$ cat src/rtl/mer_pkg.sv
package mer_pkg;
  localparam int REG_AW = 8;
  localparam int REG_DW = 32;
  localparam int CNT_W  = 8;

  localparam int FLAG_SB = 0;
  localparam int FLAG_MB = 1;

  localparam logic [REG_AW-1:0] OFF_STATUS   = 8'h00;
  localparam logic [REG_AW-1:0] OFF_INT_EN   = 8'h04;
  localparam logic [REG_AW-1:0] OFF_SUPPRESS = 8'h08;
  localparam logic [REG_AW-1:0] OFF_SB_CTL   = 8'h0C;
  localparam logic [REG_AW-1:0] OFF_CAP_DHI  = 8'h10;
  localparam logic [REG_AW-1:0] OFF_CAP_DLO  = 8'h14;
  localparam logic [REG_AW-1:0] OFF_CAP_ECC  = 8'h18;
  localparam logic [REG_AW-1:0] OFF_CAP_ALO  = 8'h1C;
  localparam logic [REG_AW-1:0] OFF_CAP_AHI  = 8'h20;
  localparam logic [REG_AW-1:0] OFF_INJ_DHI  = 8'h24;
  localparam logic [REG_AW-1:0] OFF_INJ_DLO  = 8'h28;
  localparam logic [REG_AW-1:0] OFF_INJ_CTL  = 8'h2C;

  typedef logic [1:0] flag_pair_t;

  // True when the next counted event reaches the threshold.
  function automatic logic limit_reached(logic [CNT_W-1:0] cnt, logic [CNT_W-1:0] lim);
    return ({1'b0, cnt} + {{CNT_W{1'b0}}, 1'b1}) >= {1'b0, lim};
  endfunction

  // Keeps 8 or 16 check bits depending on the bus mode.
  function automatic logic [15:0] keep_check(logic [15:0] raw, logic narrow);
    return narrow ? raw : {8'h00, raw[7:0]};
  endfunction
endpackage

$ cat src/rtl/mer_detect.sv
module mer_detect
  import mer_pkg::*;
(
  input  logic             clk,
  input  logic             rst_n,
  input  logic             chk_valid,
  input  logic             chk_sbe,
  input  logic             chk_mbe,
  input  flag_pair_t       suppress,
  input  logic [CNT_W-1:0] limit,
  input  logic             clr_en,
  input  flag_pair_t       clr_mask,
  output flag_pair_t       flags,
  output logic [CNT_W-1:0] sb_count,
  output flag_pair_t       set_ev,
  output logic             first_ev
);
  logic sb_seen, mb_seen, sb_hit;

  assign sb_seen  = chk_valid & chk_sbe & ~suppress[FLAG_SB];
  assign mb_seen  = chk_valid & chk_mbe & ~suppress[FLAG_MB];
  assign sb_hit   = sb_seen & limit_reached(sb_count, limit);
  assign set_ev   = {mb_seen, sb_hit};
  assign first_ev = (|set_ev) & ~(|flags);

  always_ff @(posedge clk or negedge rst_n) begin
    if (!rst_n) begin
      sb_count <= '0;
    end else if (sb_seen) begin
      sb_count <= sb_hit ? '0 : sb_count + 1'b1;
    end
  end

  always_ff @(posedge clk or negedge rst_n) begin
    if (!rst_n) begin
      flags <= '0;
    end else begin
      flags <= (flags & ~(clr_en ? clr_mask : 2'b00)) | set_ev;
    end
  end

  AST_MB_RAISES: assert property (@(posedge clk) disable iff (!rst_n)
    (chk_valid && chk_mbe && !suppress[FLAG_MB]) |=> flags[FLAG_MB]);
  AST_CLEAR_WORKS: assert property (@(posedge clk) disable iff (!rst_n)
    (clr_en && clr_mask[FLAG_MB] && !(chk_valid && chk_mbe)) |=> !flags[FLAG_MB]);
  AST_COUNT_WRAPS: assert property (@(posedge clk) disable iff (!rst_n)
    (sb_hit) |=> (sb_count == '0));
  AST_SUPPRESS_MB: assert property (@(posedge clk) disable iff (!rst_n)
    (!flags[FLAG_MB] && suppress[FLAG_MB]) |=> !flags[FLAG_MB]);
endmodule

$ cat src/rtl/mer_capture.sv
module mer_capture
  import mer_pkg::*;
#(
  parameter int DATA_W = 64,
  parameter int ADDR_W = 64,
  parameter int ECC_W  = 16
) (
  input  logic              clk,
  input  logic              rst_n,
  input  logic              load,
  input  logic              narrow,
  input  logic [DATA_W-1:0] data,
  input  logic [ECC_W-1:0]  ecc,
  input  logic [ADDR_W-1:0] addr,
  output logic [DATA_W-1:0] cap_data,
  output logic [ECC_W-1:0]  cap_ecc,
  output logic [ADDR_W-1:0] cap_addr
);
  always_ff @(posedge clk or negedge rst_n) begin
    if (!rst_n) begin
      cap_data <= '0;
      cap_ecc  <= '0;
      cap_addr <= '0;
    end else if (load) begin
      cap_data <= data;
      cap_ecc  <= keep_check(ecc, narrow);
      cap_addr <= addr;
    end
  end

  AST_WIDE_ECC: assert property (@(posedge clk) disable iff (!rst_n)
    (load && !narrow) |=> (cap_ecc[15:8] == 8'h00));
endmodule

$ cat src/rtl/mer_inject.sv
module mer_inject #(
  parameter int DATA_W = 64,
  parameter int CHK_W  = 8
) (
  input  logic              armed,
  input  logic [DATA_W-1:0] data_mask,
  input  logic [CHK_W-1:0]  chk_mask,
  input  logic [DATA_W-1:0] data_in,
  input  logic [CHK_W-1:0]  chk_in,
  output logic [DATA_W-1:0] data_out,
  output logic [CHK_W-1:0]  chk_out
);
  genvar g;
  generate
    for (g = 0; g < DATA_W; g++) begin : g_lane
      assign data_out[g] = data_in[g] ^ (armed & data_mask[g]);
    end
    for (g = 0; g < CHK_W; g++) begin : g_chk
      assign chk_out[g] = chk_in[g] ^ (armed & chk_mask[g]);
    end
  endgenerate

  always_comb begin
    if (!armed) begin
      AST_DISARMED_PASS: assert (data_out == data_in && chk_out == chk_in);
    end
  end
endmodule

$ cat src/rtl/mem_err_regs.sv
module mem_err_regs
  import mer_pkg::*;
#(
  parameter int DATA_W = 64,
  parameter int ADDR_W = 64,
  parameter int ECC_W  = 16,
  parameter int CHK_W  = 8
) (
  input  logic              clk,
  input  logic              rst_n,
  input  logic              reg_en,
  input  logic              reg_we,
  input  logic [REG_AW-1:0] reg_addr,
  input  logic [REG_DW-1:0] reg_wdata,
  output logic [REG_DW-1:0] reg_rdata,
  input  logic              bus_narrow,
  input  logic              chk_valid,
  input  logic              chk_sbe,
  input  logic              chk_mbe,
  input  logic [DATA_W-1:0] chk_data,
  input  logic [ECC_W-1:0]  chk_ecc,
  input  logic [ADDR_W-1:0] chk_addr,
  input  logic [DATA_W-1:0] wr_data_in,
  input  logic [CHK_W-1:0]  wr_ecc_in,
  output logic [DATA_W-1:0] wr_data_out,
  output logic [CHK_W-1:0]  wr_ecc_out,
  output logic              irq
);
  localparam int HALF_D = DATA_W / 2;
  localparam int HALF_A = ADDR_W / 2;
  localparam int INJ_CW = CHK_W + 1;

  flag_pair_t       int_en, suppress, flags, set_ev;
  logic [CNT_W-1:0] limit, sb_count;
  logic [HALF_D-1:0] inj_hi, inj_lo;
  logic [INJ_CW-1:0] inj_ctl;
  logic              first_ev, wr_any, clr_en;
  logic [DATA_W-1:0] cap_data;
  logic [ECC_W-1:0]  cap_ecc;
  logic [ADDR_W-1:0] cap_addr;

  assign wr_any = reg_en & reg_we;
  assign clr_en = wr_any & (reg_addr == OFF_STATUS);

  always_ff @(posedge clk or negedge rst_n) begin
    if (!rst_n) begin
      int_en   <= '0;
      suppress <= '0;
      limit    <= '0;
      inj_hi   <= '0;
      inj_lo   <= '0;
      inj_ctl  <= '0;
    end else if (wr_any) begin
      case (reg_addr)
        OFF_INT_EN:   int_en   <= reg_wdata[1:0];
        OFF_SUPPRESS: suppress <= reg_wdata[1:0];
        OFF_SB_CTL:   limit    <= reg_wdata[16 +: CNT_W];
        OFF_INJ_DHI:  inj_hi   <= reg_wdata[HALF_D-1:0];
        OFF_INJ_DLO:  inj_lo   <= reg_wdata[HALF_D-1:0];
        OFF_INJ_CTL:  inj_ctl  <= reg_wdata[INJ_CW-1:0];
        default: ;
      endcase
    end
  end

  mer_detect u_detect (
    .clk      (clk),
    .rst_n    (rst_n),
    .chk_valid(chk_valid),
    .chk_sbe  (chk_sbe),
    .chk_mbe  (chk_mbe),
    .suppress (suppress),
    .limit    (limit),
    .clr_en   (clr_en),
    .clr_mask (reg_wdata[1:0]),
    .flags    (flags),
    .sb_count (sb_count),
    .set_ev   (set_ev),
    .first_ev (first_ev)
  );

  mer_capture #(.DATA_W(DATA_W), .ADDR_W(ADDR_W), .ECC_W(ECC_W)) u_capture (
    .clk     (clk),
    .rst_n   (rst_n),
    .load    (first_ev),
    .narrow  (bus_narrow),
    .data    (chk_data),
    .ecc     (chk_ecc),
    .addr    (chk_addr),
    .cap_data(cap_data),
    .cap_ecc (cap_ecc),
    .cap_addr(cap_addr)
  );

  mer_inject #(.DATA_W(DATA_W), .CHK_W(CHK_W)) u_inject (
    .armed    (inj_ctl[CHK_W]),
    .data_mask({inj_hi, inj_lo}),
    .chk_mask (inj_ctl[CHK_W-1:0]),
    .data_in  (wr_data_in),
    .chk_in   (wr_ecc_in),
    .data_out (wr_data_out),
    .chk_out  (wr_ecc_out)
  );

  assign irq = |(flags & int_en);

  always_comb begin
    reg_rdata = '0;
    case (reg_addr)
      OFF_STATUS:   reg_rdata[1:0] = flags;
      OFF_INT_EN:   reg_rdata[1:0] = int_en;
      OFF_SUPPRESS: reg_rdata[1:0] = suppress;
      OFF_SB_CTL:   begin
        reg_rdata[16 +: CNT_W] = limit;
        reg_rdata[CNT_W-1:0]   = sb_count;
      end
      OFF_CAP_DHI:  reg_rdata[HALF_D-1:0] = cap_data[DATA_W-1:HALF_D];
      OFF_CAP_DLO:  reg_rdata[HALF_D-1:0] = cap_data[HALF_D-1:0];
      OFF_CAP_ECC:  reg_rdata[ECC_W-1:0]  = cap_ecc;
      OFF_CAP_ALO:  reg_rdata[HALF_A-1:0] = cap_addr[HALF_A-1:0];
      OFF_CAP_AHI:  reg_rdata[HALF_A-1:0] = cap_addr[ADDR_W-1:HALF_A];
      OFF_INJ_DHI:  reg_rdata[HALF_D-1:0] = inj_hi;
      OFF_INJ_DLO:  reg_rdata[HALF_D-1:0] = inj_lo;
      OFF_INJ_CTL:  reg_rdata[INJ_CW-1:0] = inj_ctl;
      default: ;
    endcase
  end

  AST_CAPTURE_FROZEN: assert property (@(posedge clk) disable iff (!rst_n)
    (flags != 2'b00) |=> ($stable(cap_data) && $stable(cap_addr) && $stable(cap_ecc)));
  AST_IRQ_HAS_CAUSE: assert property (@(posedge clk) disable iff (!rst_n)
    irq |-> (flags != 2'b00));
  AST_SB_ONLY_VIA_LIMIT: assert property (@(posedge clk) disable iff (!rst_n)
    (!flags[FLAG_SB] && !set_ev[FLAG_SB]) |=> !flags[FLAG_SB]);
endmodule

$ cat config.mk
export PLATFORM = sky130hd
export DESIGN_NAME = mem_err_regs
export DESIGN_NICKNAME = d
export VERILOG_FILES = /design/src/rtl/mer_pkg.sv /design/src/rtl/mer_detect.sv /design/src/rtl/mer_capture.sv /design/src/rtl/mer_inject.sv /design/src/rtl/mem_err_regs.sv
export SDC_FILE = /design/constraint.sdc
export NUM_CORES = 1
export LEC_CHECK = 0
export ABC_CLOCK_PERIOD_IN_PS = 2950
export BUFFER_PORTS_ARGS = -buffer_cell sky130_fd_sc_hd__buf_2
export CAP_MARGIN = 15
export CELL_PAD_IN_SITES_DETAIL_PLACEMENT = 1
export CELL_PAD_IN_SITES_GLOBAL_PLACEMENT = 1
export CORE_MARGIN = 2
export CORE_UTILIZATION = 37
export DETAILED_ROUTE_END_ITERATION = 10
export PLACE_DENSITY_LB_ADDON = 0.1
export SYNTH_ARGS = -nofsm -noshare
export SYNTH_HDL_FRONTEND = slang
export SYNTH_HIERARCHICAL = 1
export SYNTH_SLANG_ARGS = --single-unit
$ cat constraint.sdc
create_clock -name clk -period 2.95 [get_ports clk]
set_input_delay 0.295 -clock clk [delete_from_list [all_inputs] [get_ports clk]]
set_output_delay 0.295 -clock clk [all_outputs]
set_load 0.02 [all_outputs]
# After elaboration in Yosys (flattened, before gate mapping)
# Index checks and enable logic that the tools add are counted.
# word_totals
reg_bits	239
input_bits	264
# classes
n_addsub	2
magnitude_cmp	1
eq_ne	11
n_mux	9
n_bitwise	159
reduce_logical	10
# ops
operator	count
$and A1 B1 Y1	80
$xor A1 B1 Y1	72
$pmux W8 S7	1
$pmux W6 S9	1
$pmux W7 S7	1
$pmux W8 S6	1
$eq A8 B5 Y1 const B	4
$eq A8 B6 Y1 const B	4
$pmux W2 S12	1
$eq A8 B4 Y1 const B	2
$mux W16	1
$reduce_and A2 Y1	6
$add A8 B1 Y9 const B	1
$ge A9 B8 Y1	1
$add A8 B1 Y8 const B	1
$eq A8 B3 Y1 const B	1
$logic_not A8 Y1	1
$mux W8	1
$pmux W1 S8	1
$reduce_or A2 Y1	3
$and A2 B2 Y2	2
$not A1 Y1	3
$mux W2	1
$not A2 Y2	1
$or A2 B2 Y2	1

# Depth between registers and ports, before layout
# depth
depth_word	6
mapped_depth	15

# Hierarchy
# The synthesis kept the hierarchy.
# modules_own_cells
module	instances	cells_each	area_each_um2	seq_area_each_um2
mer_capture	1	322	5630.4	3603.5
mem_err_regs	1	498	5375.2	2127.0
mer_inject	1	152	991.0	0.0
mer_detect	1	95	785.8	250.2

# Worst setup path before layout
# OpenSTA, ideal clock, no wires.
# synth_path
path_type	register to register
start	register u_detect.sb_count[0]
end	register u_capture.cap_data[0]
setup_ns	0.125
t_arrival_ns	3.057
t_required_ns	2.825
setup_slack_ns	-0.232
path_stages_with_launch	15
path_buffers	3
path_cell_list	dfrtp_1 -> ha_1 -> nand3_1 -> nor2_1 -> xor2_1 -> ha_1 -> a21o_1 -> a221oi_2 -> o21ai_2 -> o21ai_0 -> a211oi_1 -> buf_6 -> buf_6 -> buf_6 -> mux2_4
# synth_between
elab_chain_len	5
# synth_lines
element	line	source
from (decl)	mer_detect.sv:14	output logic [CNT_W-1:0] sb_count,
from (signal assigned)	mer_detect.sv:30	sb_count <= sb_hit ? '0 : sb_count + 1'b1;
$add A8 B1 Y9	mer_pkg.sv:26	return ({1'b0, cnt} + {{CNT_W{1'b0}}, 1'b1}) >= {1'b0, lim};
$ge A9 B8 Y1	mer_pkg.sv:26	
$and A1 B1 Y1	mer_detect.sv:22	assign sb_hit = sb_seen & limit_reached(sb_count, limit);
$reduce_or A2 Y1	mer_detect.sv:24	assign first_ev = (|set_ev) & ~(|flags);
$and A1 B1 Y1	mer_detect.sv:24	
named net first_ev	mem_err_regs.sv:37	logic first_ev, wr_any, clr_en;
to (signal assigned)	mer_capture.sv:25	cap_data <= data;
to (decl)	mer_capture.sv:15	output logic [DATA_W-1:0] cap_data,
# The timed path passes the listed nets, and every way through them passes these cells.
# A chain may end at the register's enable or synchronous reset.

# Final worst setup path
# layout_path
start	register u_detect.sb_count[1]
end	register u_capture.cap_data[5]
# Same word-level chain as after synthesis.

==> results.cfg <==
[run_status]
status = finished, violations left
violations = setup timing

[hold_path]
min_path_type = in2reg

[grt]
grt_max_degree = 88
grt_usage_pct = 27.6
grt_pass1_wl_mm = 74.6
grt_pass1_vias = 12000
antenna_found_initial = 4
grt_overflow = 0

[layout]
areaGrowthSynthToFinish_pct = 44.4
register_area_um2 = 5980
final_util_pct = 53.7
layout.nets = 1912
multi_input_area_um2 = 6400
layout-drive-gt1-share_pct = 42.8
fill_cells = 3739

[placed_design]
gp_congestion = 0.851
port_buffers = 368
hpwl_mm = 35.0

[worst_setup_path]
worstPathRequired_ns = 3.38
worstSetupEndpointType = flop
cp.arrival_ns = 3.45
cpPeakStageDelay_ns = 0.42
critical_path_class = reg2reg
crit_path_frequent_cell = buf_4
crit_slowest_cell = dfrtp_1
path_max_fanout = 6
path_cells = buf_4 > buf_4 > buf_4 > nand3_1 > xnor2_1 > ha_1 > a21o_1 > a221oi_2 > o21ai_2 > o21ai_2 > a211oi_4 > buf_6 > buf_16 > clkbuf_16 > mux2_4
start_kind = flop

[timing]
max_slew_margin_pct = 49.8
hold_viol = 0
min_period_ns = 3.01
clock.fmax_mhz = 332
rsz0062_at_grt = yes
maxSlewViolCount = 0
hold-worst-slack_ns = 0.0114
fin_ws_ns = -0.0630
setup_viol = 65
fin_crit_sh_pct = 102
clock_skew_ns = 0.0105
worst_slew_pin_slew_ns = 0.753

[die]
placementRows = 68
die_area_um2 = 36000
initial_utilization_pct = 37.2
core-area_um2 = 34300
io_pins = 369
die_h_um = 190
die_x_um = 190

[power]
p_leak_nw = 8.65
irDropWorstVdd_v = 0.000438
powerDensity_nw_per_um2 = 521

[synthesis]
yosysWarnings = 6
syn-num-nets = 1337
syn_inst = 1064
syn_area_per_cell_um2 = 12.0
syn_area_um2 = 12800

[routing]
routed_wl_mm = 50.0
vias = 11000
ant_nets = 0
routed_via_density = 5.21
drc = 0
avgRoutedWirePerCell_um = 23.7
drt_iter0_markers = 444
dr.pass1.iters = 4

[clock_network]
htree_levels = 1
cts.sinks = 239
root_buffer = clkbuf_16
cts_made_buffers = 28
clkTransAtPathRegs_ns = 0.06
cts_buffer_depth = 3
clock_latency_ns = 0.55
cts_tree = built

[job]
maxCapViolations = 0
==> cell type report <==
type | instances | area share [%]
Multi-Input combinational cell | 732 | 34.7
Sequential cell | 239 | 32.5
Timing Repair Buffer | 617 | 24.2
Clock buffer | 38 | 4.28
Tap cell | 455 | 3.09
Clock inverter | 8 | 0.733
Inverter | 21 | 0.428
Antenna cell | 2 | 0.0272
==> through the flow <==
stage	total power, W	worst slack (ns)	area [µm²]	TNS (ns)	instances
final	0.00959	-0.0630	18400	-1.89	2112
after global routing	0.00998	-0.152	18400	-14.03	2112
after CTS	0.00963	-0.0537	18300	-1.71	2106
after detailed placement	0.00586	-0.125	15500	-9.45	1885
after global placement	0.00580	-0.0303	15500	-0.706	1885
after floorplan	0.00509	0.0105	12800	0	1064
==> per-layer routing <==
metal  wire, µm  vias to the layer above  global-route usage (%)
met3       2600                       81                    4.45
met1      21900                     5573                    36.8
li1           -                     4978                       -
met5         27                        -                       0
met4       1440                        4                    7.84
met2      24000                      366                    46.4
==> critical path, delay by kind of cell (launching register included) <==
family / cells / cell delay, ns
adders and majority gates: 1 / 0.22
muxes: 1 / 0.30
DFF: 1 / 0.42
AOI/OAI and AO/OA: 5 / 0.83
and+or+nand+nor: 1 / 0.10
xor gates and xnor gates: 1 / 0.13
buffers and inverters: 6 / 0.89
==> worst paths after layout <==
kind	endpoint	slack, ns	start	cells after the start
max in group asynchronous	inj_lo[27]	1.76	rst_n	3
min in group asynchronous	inj_hi[6]	0.36	rst_n	2
setup / recovery	u_capture/cap_data[5]	-0.06	u_detect/sb_count[1]	15
setup reg to reg	u_capture/cap_data[5]	-0.06	u_detect/sb_count[1]	15
hold reg to reg	u_capture/cap_addr[26]	0.51	u_capture/cap_addr[26]	1
hold / removal	inj_lo[3]	0.01	reg_wdata[3]	2
==> power breakdown <==
group          total, W  leakage [nW]  switching, W  internal [W]
combinational   0.00196          5.10      0.000848       0.00111
clock           0.00354         0.450       0.00142       0.00212
sequential      0.00409          3.09      0.000319       0.00377
total           0.00959          8.65       0.00259       0.00700
==> what timing repair did <==
action,in CTS,in global routing
resized for setup,21,12
buffers inserted,8,2
setup endpoints to repair,134,144
gates cloned,6,3
endpoints found under the hold margin,270,0
hold buffers,161,0
pin swaps,12,8
==> layout by cell type (no fill, tap or decap), drive strengths merged, types with 4 or more instances in the layout <==
| master | n |
|---|---|
| o22ai | 13 |
| nand2 | 108 |
| or2 | 4 |
| o21ai | 28 |
| nand3b | 8 |
| mux2 | 232 |
| ha | 9 |
| nor2b | 7 |
| xnor2 | 75 |
| a21oi | 13 |
| mux2i | 24 |
| nor3b | 4 |
| a21o | 4 |
| nor4 | 4 |
| o32a | 4 |
| nor3 | 4 |
| a211o | 11 |
| a221oi | 5 |
| nand3 | 27 |
| o211ai | 6 |
| clkbuf | 41 |
| dlygate4sd3 | 161 |
| a32oi | 6 |
| a22oi | 46 |
| nor2 | 34 |
| dfrtp | 239 |
| buf | 452 |
| a22o | 4 |
| inv | 22 |
==> state kept, by name, indices dropped and copies added, names as in the netlist <==
name                count
inj_ctl                 9
inj_hi                 32
inj_lo                 32
int_en                  2
limit                   8
suppress                2
u_capture/cap_addr     64
u_capture/cap_data     64
u_capture/cap_ecc      16
u_detect/flags          2
u_detect/sb_count       8
(Power assumes the default switching activity.)
